===== config.mk =====
export PLATFORM = sky130hd
export DESIGN_NAME = xlt_update_engine
export DESIGN_NICKNAME = d
export VERILOG_FILES = /design/src/rtl/xlt_pkg.sv /design/src/rtl/xlt_win_sel.sv /design/src/rtl/xlt_page_math.sv /design/src/rtl/xlt_ntf_reg.sv /design/src/rtl/xlt_update_engine.sv
export SDC_FILE = /design/constraint.sdc
export NUM_CORES = 2
export LEC_CHECK = 0
export BUFFER_PORTS_ARGS = -buffer_cell sky130_fd_sc_hd__buf_4
export CAP_MARGIN = 15
export CORE_AREA = 2 2 377 379
export CTS_CLUSTER_SIZE = 12
export DETAILED_ROUTE_END_ITERATION = 7
export DIE_AREA = 0 0 379 381
export PLACE_DENSITY = 0.61
export SKIP_LAST_GASP = 1
export SYNTH_ARGS = -nofsm -noshare
export SYNTH_HDL_FRONTEND = slang
export SYNTH_SLANG_ARGS = --single-unit

===== constraint.sdc =====
create_clock -name clk -period 29.2 [get_ports clk]
set_clock_uncertainty 0.2 [all_clocks]
set_input_delay 1.46 -clock clk [delete_from_list [all_inputs] [get_ports clk]]
set_output_delay 1.46 -clock clk [all_outputs]
set_load 0.02 [all_outputs]

===== src/rtl/xlt_pkg.sv =====
package xlt_pkg;

  typedef enum logic [1:0] {
    OP_PUT  = 2'd0,
    OP_GET  = 2'd1,
    OP_FILL = 2'd2,
    OP_LIST = 2'd3
  } op_e;

  typedef enum logic [1:0] {
    PERM_NONE = 2'd0,
    PERM_RD   = 2'd1,
    PERM_WR   = 2'd2,
    PERM_RW   = 2'd3
  } perm_e;

  typedef enum logic [3:0] {
    S_IDLE,
    S_CHK,
    S_FREQ,
    S_FWAIT,
    S_STEP,
    S_NTF,
    S_RD,
    S_RDW,
    S_DONE
  } state_e;

  function automatic perm_e perm_of(input logic [63:0] entry);
    case (entry[1:0])
      2'd0:    perm_of = PERM_NONE;
      2'd1:    perm_of = PERM_RD;
      2'd2:    perm_of = PERM_WR;
      default: perm_of = PERM_RW;
    endcase
  endfunction

  function automatic logic [63:0] byte_rev(input logic [63:0] w);
    for (int b = 0; b < 8; b++) byte_rev[8*b +: 8] = w[8*(7-b) +: 8];
  endfunction

endpackage


===== src/rtl/xlt_win_sel.sv =====
module xlt_win_sel #(
  parameter int NUM_WIN = 2,
  parameter int IDX_W   = 10,
  localparam int WSEL_W = (NUM_WIN > 1) ? $clog2(NUM_WIN) : 1,
  localparam int SIZE_W = IDX_W + 1
) (
  input  logic [63:0]               win_id,
  input  logic [NUM_WIN-1:0]        cfg_en,
  input  logic [NUM_WIN*32-1:0]     cfg_id,
  input  logic [NUM_WIN*64-1:0]     cfg_base,
  input  logic [NUM_WIN*6-1:0]      cfg_shift,
  input  logic [NUM_WIN*SIZE_W-1:0] cfg_size,
  output logic                      hit,
  output logic [WSEL_W-1:0]         sel,
  output logic [63:0]               base,
  output logic [5:0]                shift,
  output logic [SIZE_W-1:0]         size
);

  logic [NUM_WIN-1:0] match;
  logic               upper_clear;

  assign upper_clear = (win_id[63:32] == 32'd0);

  for (genvar g = 0; g < NUM_WIN; g++) begin : g_match
    assign match[g] = cfg_en[g] && (cfg_id[g*32 +: 32] == win_id[31:0]);
  end

  // lowest-numbered match wins
  always_comb begin
    hit = 1'b0;
    sel = '0;
    for (int i = NUM_WIN - 1; i >= 0; i--) begin
      if (match[i]) begin
        hit = 1'b1;
        sel = WSEL_W'(i);
      end
    end
    if (!upper_clear) hit = 1'b0;
  end

  assign base  = cfg_base[sel*64 +: 64];
  assign shift = cfg_shift[sel*6 +: 6];
  assign size  = cfg_size[sel*SIZE_W +: SIZE_W];

endmodule


===== src/rtl/xlt_page_math.sv =====
module xlt_page_math #(
  parameter int IDX_W   = 10,
  localparam int SIZE_W = IDX_W + 1
) (
  input  logic [63:0]       addr,
  input  logic [63:0]       base,
  input  logic [5:0]        shift,
  input  logic [SIZE_W-1:0] size,
  output logic [63:0]       page_size,
  output logic [63:0]       page_mask,
  output logic [63:0]       aligned,
  output logic [63:0]       rel,
  output logic [IDX_W-1:0]  idx,
  output logic              in_range
);

  logic [63:0] idx_full;

  assign page_size = 64'd1 << shift;
  assign page_mask = ~(page_size - 64'd1);
  assign aligned   = addr & page_mask;
  assign rel       = aligned - base;
  assign idx_full  = rel >> shift;
  assign in_range  = (idx_full < {{(64-SIZE_W){1'b0}}, size});
  assign idx       = idx_full[IDX_W-1:0];

endmodule


===== src/rtl/xlt_ntf_reg.sv =====
module xlt_ntf_reg #(
  parameter int WSEL_W = 1
) (
  input  logic              clk,
  input  logic              rst_n,
  input  logic              load,
  input  logic [WSEL_W-1:0] in_win,
  input  logic [63:0]       in_iova,
  input  logic [63:0]       in_xlat,
  input  logic [63:0]       in_mask,
  input  logic [1:0]        in_perm,
  output logic              ntf_valid,
  input  logic              ntf_ready,
  output logic [WSEL_W-1:0] ntf_win,
  output logic [63:0]       ntf_iova,
  output logic [63:0]       ntf_xlat,
  output logic [63:0]       ntf_mask,
  output logic [1:0]        ntf_perm
);

  always_ff @(posedge clk) begin
    if (!rst_n) begin
      ntf_valid <= 1'b0;
      ntf_win   <= '0;
      ntf_iova  <= '0;
      ntf_xlat  <= '0;
      ntf_mask  <= '0;
      ntf_perm  <= '0;
    end else if (load) begin
      ntf_valid <= 1'b1;
      ntf_win   <= in_win;
      ntf_iova  <= in_iova;
      ntf_xlat  <= in_xlat;
      ntf_mask  <= in_mask;
      ntf_perm  <= in_perm;
    end else if (ntf_valid && ntf_ready) begin
      ntf_valid <= 1'b0;
    end
  end


  ntf_hold_chk: assert property (@(posedge clk) disable iff (!rst_n)
    ntf_valid && !ntf_ready |=> ntf_valid && $stable(ntf_iova) && $stable(ntf_xlat)
      && $stable(ntf_mask) && $stable(ntf_perm) && $stable(ntf_win));

endmodule


===== src/rtl/xlt_update_engine.sv =====
module xlt_update_engine
  import xlt_pkg::*;
#(
  parameter int NUM_WIN    = 2,
  parameter int IDX_W      = 10,
  parameter int CNT_W      = 16,
  parameter int LIST_MAX   = 512,
  parameter int LIST_ALIGN = 12,
  localparam int WSEL_W    = (NUM_WIN > 1) ? $clog2(NUM_WIN) : 1,
  localparam int SIZE_W    = IDX_W + 1
) (
  input  logic                      clk,
  input  logic                      rst_n,
  input  logic                      cmd_valid,
  output logic                      cmd_ready,
  input  logic [1:0]                cmd_op,
  input  logic [63:0]               cmd_win,
  input  logic [63:0]               cmd_addr,
  input  logic [63:0]               cmd_arg,
  input  logic [CNT_W-1:0]          cmd_count,
  output logic                      busy,
  output logic                      rsp_valid,
  output logic                      rsp_err,
  output logic [63:0]               rsp_data,
  input  logic [NUM_WIN-1:0]        cfg_en,
  input  logic [NUM_WIN*32-1:0]     cfg_id,
  input  logic [NUM_WIN*64-1:0]     cfg_base,
  input  logic [NUM_WIN*6-1:0]      cfg_shift,
  input  logic [NUM_WIN*SIZE_W-1:0] cfg_size,
  output logic                      tbl_we,
  output logic                      tbl_re,
  output logic [WSEL_W-1:0]         tbl_win,
  output logic [IDX_W-1:0]          tbl_idx,
  output logic [63:0]               tbl_wdata,
  input  logic [63:0]               tbl_rdata,
  output logic                      mem_req_valid,
  input  logic                      mem_req_ready,
  output logic [63:0]               mem_req_addr,
  input  logic                      mem_rsp_valid,
  input  logic [63:0]               mem_rsp_data,
  output logic                      ntf_valid,
  input  logic                      ntf_ready,
  output logic [WSEL_W-1:0]         ntf_win,
  output logic [63:0]               ntf_iova,
  output logic [63:0]               ntf_xlat,
  output logic [63:0]               ntf_mask,
  output logic [1:0]                ntf_perm
);

  localparam logic [CNT_W+1:0] LIST_LIMIT = (CNT_W+2)'(LIST_MAX);

  state_e            state;
  op_e               op_q;
  logic [63:0]       win_q;
  logic [63:0]       cur_addr;
  logic [63:0]       arg_q;
  logic [63:0]       wr_data;
  logic [CNT_W-1:0]  cnt_left;
  logic [CNT_W-1:0]  ent_no;
  logic              err_q;
  logic [63:0]       data_q;

  logic              ws_hit;
  logic [WSEL_W-1:0] ws_sel;
  logic [63:0]       ws_base;
  logic [5:0]        ws_shift;
  logic [SIZE_W-1:0] ws_size;

  logic [63:0]       pm_size;
  logic [63:0]       pm_mask;
  logic [63:0]       pm_aligned;
  logic [63:0]       pm_rel;
  logic [IDX_W-1:0]  pm_idx;
  logic              pm_ok;

  logic              chk_err;
  logic              fill_bad;
  logic              list_bad;
  logic              ntf_load;
  logic              ntf_fire;
  logic              last_page;

  xlt_win_sel #(.NUM_WIN(NUM_WIN), .IDX_W(IDX_W)) u_win (
    .win_id   (win_q),
    .cfg_en   (cfg_en),
    .cfg_id   (cfg_id),
    .cfg_base (cfg_base),
    .cfg_shift(cfg_shift),
    .cfg_size (cfg_size),
    .hit      (ws_hit),
    .sel      (ws_sel),
    .base     (ws_base),
    .shift    (ws_shift),
    .size     (ws_size)
  );

  xlt_page_math #(.IDX_W(IDX_W)) u_pm (
    .addr     (cur_addr),
    .base     (ws_base),
    .shift    (ws_shift),
    .size     (ws_size),
    .page_size(pm_size),
    .page_mask(pm_mask),
    .aligned  (pm_aligned),
    .rel      (pm_rel),
    .idx      (pm_idx),
    .in_range (pm_ok)
  );

  // command-level parameter checks, evaluated once in S_CHK
  always_comb begin
    fill_bad = (cnt_left == '0) ||
               ({{(CNT_W+2-SIZE_W){1'b0}}, ws_size} < {2'b00, cnt_left});
    list_bad = (cnt_left == '0) || ({2'b00, cnt_left} > LIST_LIMIT) ||
               (arg_q[LIST_ALIGN-1:0] != '0);
    chk_err  = !ws_hit ||
               (op_q == OP_FILL && fill_bad) ||
               (op_q == OP_LIST && list_bad);
  end

  assign ntf_load  = (state == S_STEP) && pm_ok;
  assign ntf_fire  = (state == S_NTF) && ntf_valid && ntf_ready;
  assign last_page = (cnt_left == CNT_W'(1));

  always_ff @(posedge clk) begin
    if (!rst_n) begin
      state    <= S_IDLE;
      op_q     <= OP_PUT;
      win_q    <= '0;
      cur_addr <= '0;
      arg_q    <= '0;
      wr_data  <= '0;
      cnt_left <= '0;
      ent_no   <= '0;
      err_q    <= 1'b0;
      data_q   <= '0;
    end else begin
      case (state)
        S_IDLE: begin
          if (cmd_valid) begin
            op_q     <= op_e'(cmd_op);
            win_q    <= cmd_win;
            cur_addr <= cmd_addr;
            arg_q    <= cmd_arg;
            cnt_left <= cmd_count;
            ent_no   <= '0;
            err_q    <= 1'b0;
            data_q   <= '0;
            state    <= S_CHK;
          end
        end
        S_CHK: begin
          cur_addr <= pm_aligned;
          wr_data  <= arg_q;
          if (chk_err) begin
            err_q <= 1'b1;
            state <= S_DONE;
          end else begin
            case (op_q)
              OP_PUT:  begin cnt_left <= CNT_W'(1); state <= S_STEP; end
              OP_GET:  begin cnt_left <= CNT_W'(1); state <= S_RD;   end
              OP_FILL: state <= S_STEP;
              default: state <= S_FREQ;
            endcase
          end
        end
        S_FREQ: begin
          if (mem_req_ready) state <= S_FWAIT;
        end
        S_FWAIT: begin
          if (mem_rsp_valid) begin
            wr_data <= byte_rev(mem_rsp_data);
            state   <= S_STEP;
          end
        end
        S_STEP: begin
          if (pm_ok) begin
            state <= S_NTF;
          end else begin
            err_q <= 1'b1;
            state <= S_DONE;
          end
        end
        S_NTF: begin
          if (ntf_fire) begin
            cnt_left <= cnt_left - CNT_W'(1);
            cur_addr <= cur_addr + pm_size;
            ent_no   <= ent_no + CNT_W'(1);
            if (last_page)            state <= S_DONE;
            else if (op_q == OP_LIST) state <= S_FREQ;
            else                      state <= S_STEP;
          end
        end
        S_RD: begin
          if (pm_ok) begin
            state <= S_RDW;
          end else begin
            err_q <= 1'b1;
            state <= S_DONE;
          end
        end
        S_RDW: begin
          data_q <= tbl_rdata;
          state  <= S_DONE;
        end
        default: state <= S_IDLE;
      endcase
    end
  end

  assign cmd_ready     = (state == S_IDLE);
  assign busy          = (state != S_IDLE);
  assign rsp_valid     = (state == S_DONE);
  assign rsp_err       = err_q;
  assign rsp_data      = data_q;

  assign tbl_we        = ntf_load;
  assign tbl_re        = (state == S_RD) && pm_ok;
  assign tbl_win       = ws_sel;
  assign tbl_idx       = pm_idx;
  assign tbl_wdata     = wr_data;

  assign mem_req_valid = (state == S_FREQ);
  assign mem_req_addr  = arg_q + {{(61-CNT_W){1'b0}}, ent_no, 3'b000};

  xlt_ntf_reg #(.WSEL_W(WSEL_W)) u_ntf (
    .clk      (clk),
    .rst_n    (rst_n),
    .load     (ntf_load),
    .in_win   (ws_sel),
    .in_iova  (pm_rel & pm_mask),
    .in_xlat  (wr_data & pm_mask),
    .in_mask  (~pm_mask),
    .in_perm  (perm_of(wr_data)),
    .ntf_valid(ntf_valid),
    .ntf_ready(ntf_ready),
    .ntf_win  (ntf_win),
    .ntf_iova (ntf_iova),
    .ntf_xlat (ntf_xlat),
    .ntf_mask (ntf_mask),
    .ntf_perm (ntf_perm)
  );


  accept_busy_chk: assert property (@(posedge clk) disable iff (!rst_n)
    cmd_valid && cmd_ready |=> busy && !cmd_ready);


  rsp_release_chk: assert property (@(posedge clk) disable iff (!rst_n)
    rsp_valid |=> !busy && !rsp_valid);


  write_in_range_chk: assert property (@(posedge clk) disable iff (!rst_n)
    tbl_we |-> ({1'b0, tbl_idx} < ws_size));


  write_then_ntf_chk: assert property (@(posedge clk) disable iff (!rst_n)
    tbl_we |=> ntf_valid);


  fetch_aligned_chk: assert property (@(posedge clk) disable iff (!rst_n)
    mem_req_valid |-> (mem_req_addr[2:0] == 3'b000));


  one_strobe_chk: assert property (@(posedge clk) disable iff (!rst_n)
    $onehot0({tbl_we, tbl_re, mem_req_valid, ntf_valid, rsp_valid}));


  err_data_zero_chk: assert property (@(posedge clk) disable iff (!rst_n)
    rsp_valid && rsp_err |-> (rsp_data == 64'd0));

endmodule


==> key figures <==
Placed design
  • IO Port Bufs: 977
  • Post-DP HPWL: 207.9 mm
  • Placement-stage cell area: 50310 um2
  • Placed Cells: 8097
  • Routability cong.: 1.036
  • Place WS: 12.38 ns

Detailed routing
  • DRC errors left: 0
  • Pre-antenna DRT Iters: 7
  • Final WL: 259.0 mm
  • Final ANT Viol Nets: 0
  • DR WL/cell: 31.40 um
  • Via-per-instance ratio: 5.818
  • Via count: 47980
  • Initial drt markers: 5246

Worst setup path
  • Worst R2R End: u_ntf.ntf_xlat[52]$_SDFFE_PN0P_
  • Critical path fanouts, max: 52
  • Reg2reg setup slack: 13.31 ns
  • Most used cell, CP: buf_4
  • CP Data Required Time: 27.54 ns
  • Setup Crit Path Kind: in2out
  • CP max stage cell: a2111oi_2
  • CP startpoint kind: input port
  • Critical Path Max Stage Delay: 1.03 ns
  • Data arrival, critical path: 15.54 ns
  • Setup crit end kind: output pin
  • Worst reg2reg path depth: 43
  • Reg2Reg Launch Point: win_q[1]$_SDFFE_PN0P_

Clock network
  • Hold Buf Count CTS: 0
  • Setup Buffers After CTS: 0
  • TritonCTS clock tree: yes
  • Skew-Pair Late Insertion Delay: 0.72 ns
  • CTS clock-pin slew for the worst setup and hold paths: 0.06 ns
  • Htree depth: 3
  • CTS max path bufs: 3
  • Post-CTS sizing: 0
  • CTS Buf Count: 72
  • Clock Sinks: 555
  • CTS Root Cell: clkbuf_16

Synthesis
  • Ys flop type: dfxtp_1
  • Simple-gate share of the synthesized area: 0.2404
  • EDFF count, synth: 0
  • Syn Inst Count: 5506
  • Compound-Gate Fraction of Synth Area: 0.2290
  • Netlist cell types: 102
  • Post-synthesis xor/xnor area fraction: 0.05468
  • Sequential area share after synthesis: 0.2702
  • Ys async rst share: 0
  • Largest family of logic cells by synthesized area: simple AND/OR/NAND/NOR gates
  • Adder-Cell Fraction of Synth Area: 0.05167
  • Post-synthesis net count: 6246
  • Synth Register Bits: 555
  • Syn_area_per_cell: 7.467 um2
  • Multiplexer share of the synthesized area: 0.1074
  • Mapped cell area: 41120 um2
  • Ys Warns: 0

Die
  • Core Rows: 138
  • Die height: 381 um
  • Number of placed I/O pins: 978
  • Core Region: 140600 um2
  • Starting Density: 0.2925
  • Overall die width: 379 um
  • Die ar.: 144400 um2

Final layout
  • Area Growth Syn to Fin: 28.68%
  • Design area: 52910 um2
  • Share of layout cells above drive strength 1: 0.2099
  • Final std cells w/o fill: 8247
  • Fin nets: 7022
  • Filler cell count: 15020
  • Final Util: 0.3764

STA
  • Fin Setup TNS: 0 ns
  • Setup slack after layout: 12.00 ns
  • Final Max Slew Viols: 0
  • # setup viols final: 0
  • F_max: 58.15 MHz
  • Min cycle time layout: 17.20 ns
  • Final hold slack: 0.2528 ns
  • Hold Vio Cnt, Final: 0
  • Final worst-path cycle share: 0.5890
  • RSZ-0062 raised after global routing: no
  • Relative slew slack: 0.1509
  • Tightest Pin Transition: 1.274 ns

Global routing
  • Total gr overflow: 0
  • Vias in the first global route: 45280
  • Pin count of the biggest net entering global routing: 165
  • Grt met3 use: 0.09643
  • Busiest layer in global routing: met2
  • Met1 Use GR: 0.4241
  • Global-route wire length before repair: 352.9 mm
  • Met2 Track Usage GR: 0.5326
  • Initial antenna violation count: 22
  • GRT Overall Usage: 0.3428

Job
  • MaxCap Viol Count: 0

Power
  • Pwr dens: 54.40 nW/um2
  • IR drop worst, VDD: 0.04547 mV
  • Leak pwr: 22.74 nW
  • Power Total: 2.878 mW

Min path
  • Hold Crit Class: reg2reg
  • Hold Path Depth: 2
  • Hold Startpoint: win_q[53]$_SDFFE_PN0P_
  • WHS Endpoint: win_q[53]$_SDFFE_PN0P_

Status
  • Status: complete, no violations
## cell usage in the layout (no fill, tap or decap), drive strengths merged, types with 28 or more instances in the layout
cell type  Yosys  final
a22oi         28     28
and3          61     61
ha           165    165
nor2         444    444
a31oi         35     35
a21o          85     85
mux2          31     31
nand4         82     82
a211oi       167    167
o21a          42     42
o21ai        221    221
clkbuf       294     98
nand3        274    274
nand2        878    878
dfxtp        555    555
buf           91   1087
inv          101    107
a21oi        506    506
nor4          57     57
xnor2        149    149
and2          72     72
or3           29     29
nor3         101    101
nand2b        48     48
o211ai        90     90
xor2         106    106
mux2i        402    402
## cell usage after synthesis (10+ instances only)
| cell type | n | area share |
|---|---|---|
| mux2_2 | 27 | 0.0074 |
| o2111ai_1 | 17 | 0.0036 |
| or3_1 | 29 | 0.0044 |
| nor4_1 | 56 | 0.0085 |
| nor3b_1 | 11 | 0.0020 |
| nand4_1 | 82 | 0.012 |
| o21bai_1 | 19 | 0.0035 |
| nand2b_1 | 48 | 0.0073 |
| and3_1 | 61 | 0.0093 |
| a21o_1 | 85 | 0.016 |
| a22oi_1 | 28 | 0.0051 |
| nor2b_1 | 24 | 0.0037 |
| inv_1 | 100 | 0.0091 |
| o211ai_1 | 90 | 0.016 |
| buf_2 | 47 | 0.0057 |
| o31ai_1 | 13 | 0.0024 |
| buf_1 | 37 | 0.0034 |
| a221oi_1 | 20 | 0.0043 |
| nor3_1 | 99 | 0.012 |
| nand2_1 | 877 | 0.080 |
| a2111oi_0 | 10 | 0.0021 |
| a31oi_1 | 35 | 0.0053 |
| dfxtp_1 | 555 | 0.27 |
| or2_2 | 23 | 0.0035 |
| and2_1 | 72 | 0.011 |
| o22ai_1 | 23 | 0.0035 |
| o21ai_0 | 214 | 0.026 |
| o21a_1 | 41 | 0.0075 |
| nor2_1 | 443 | 0.040 |
| mux2i_1 | 400 | 0.097 |
| a211oi_1 | 164 | 0.030 |
| a21boi_0 | 16 | 0.0029 |
| o221ai_1 | 17 | 0.0036 |
| clkbuf_1 | 294 | 0.027 |
| nand3_1 | 273 | 0.033 |
| a21oi_1 | 505 | 0.061 |
| ha_1 | 165 | 0.050 |
| a211o_1 | 14 | 0.0030 |
| xnor2_1 | 148 | 0.032 |
| nand3b_1 | 13 | 0.0024 |
| and4_1 | 13 | 0.0028 |
| xor2_1 | 105 | 0.022 |
## worst max-delay path by stage
| stage | startpoint | end | slack (ns) | cells after the start |
|---|---|---|---|---|
| after floorplan | cfg_id[58] | tbl_we | 16.40 | 44 |
| after global placement | cfg_id[33] | tbl_we | 11.45 | 44 |
| after detailed placement | cfg_id[49] | tbl_we | 12.38 | 46 |
| after CTS | cfg_id[49] | tbl_we | 12.37 | 46 |
| after global routing | cfg_id[49] | tbl_we | 11.26 | 46 |
| final | cfg_id[60] | tbl_we | 12.00 | 43 |
## power by group
part,internal [mW],switching (mW)
combinational,0.335,0.687
sequential,0.812,0.0738
clock,0.560,0.411
## cell type report
type | instances | area [um2] | area share
Antenna cell | 16 | 40.04 | 0.0007567
Sequential cell | 555 | 11110 | 0.2101
Multi-Input combinational cell | 4464 | 28270 | 0.5342
Clock buffer | 98 | 2029 | 0.03836
Timing Repair Buffer | 1087 | 8188 | 0.1548
Tap cell | 1890 | 2365 | 0.04469
Inverter | 102 | 392.9 | 0.007425
Clock inverter | 35 | 514.2 | 0.009719
## registers in the layout, indices dropped and copies added (netlist names)
name and flops:
u_ntf.ntf_iova 64, ent_no 16, u_ntf.ntf_mask 64, u_ntf.ntf_perm 2
op_q 2, u_ntf.ntf_valid 1, u_ntf.ntf_win 1, arg_q 64
cnt_left 16, rsp_data 64, tbl_wdata 64, u_ntf.ntf_xlat 64
cur_addr 64, win_q 64, state 4, rsp_err 1
## cells by family after synthesis
group                    after synthesis
flip-flops                           555
multiplexers                         434
XOR/XNOR                             255
buffers and inverters                487
AO/OA/AOI/OAI                       1450
adder cells (fa/ha/maj)              168
AND/OR/NAND/NOR                     2157
## critical path: cells and delay by family
| family | cells | cell delay [ns] |
|---|---|---|
| AO/OA/AOI/OAI | 12 | 3.95 |
| XOR/XNOR | 2 | 0.85 |
| adder cells (fa/ha/maj) | 3 | 1.19 |
| buffers and inverters | 6 | 1.72 |
| multiplexers | 2 | 0.50 |
| AND/OR/NAND/NOR | 18 | 5.75 |
## routing by layer
layer	routed length, um	vias to the layer above
met2	114400	2585
met4	16700	16
li1	-	21520
met1	101900	23320
met5	117	-
met3	25840	547
No activity file was read; power rests on OpenSTA's default activity.
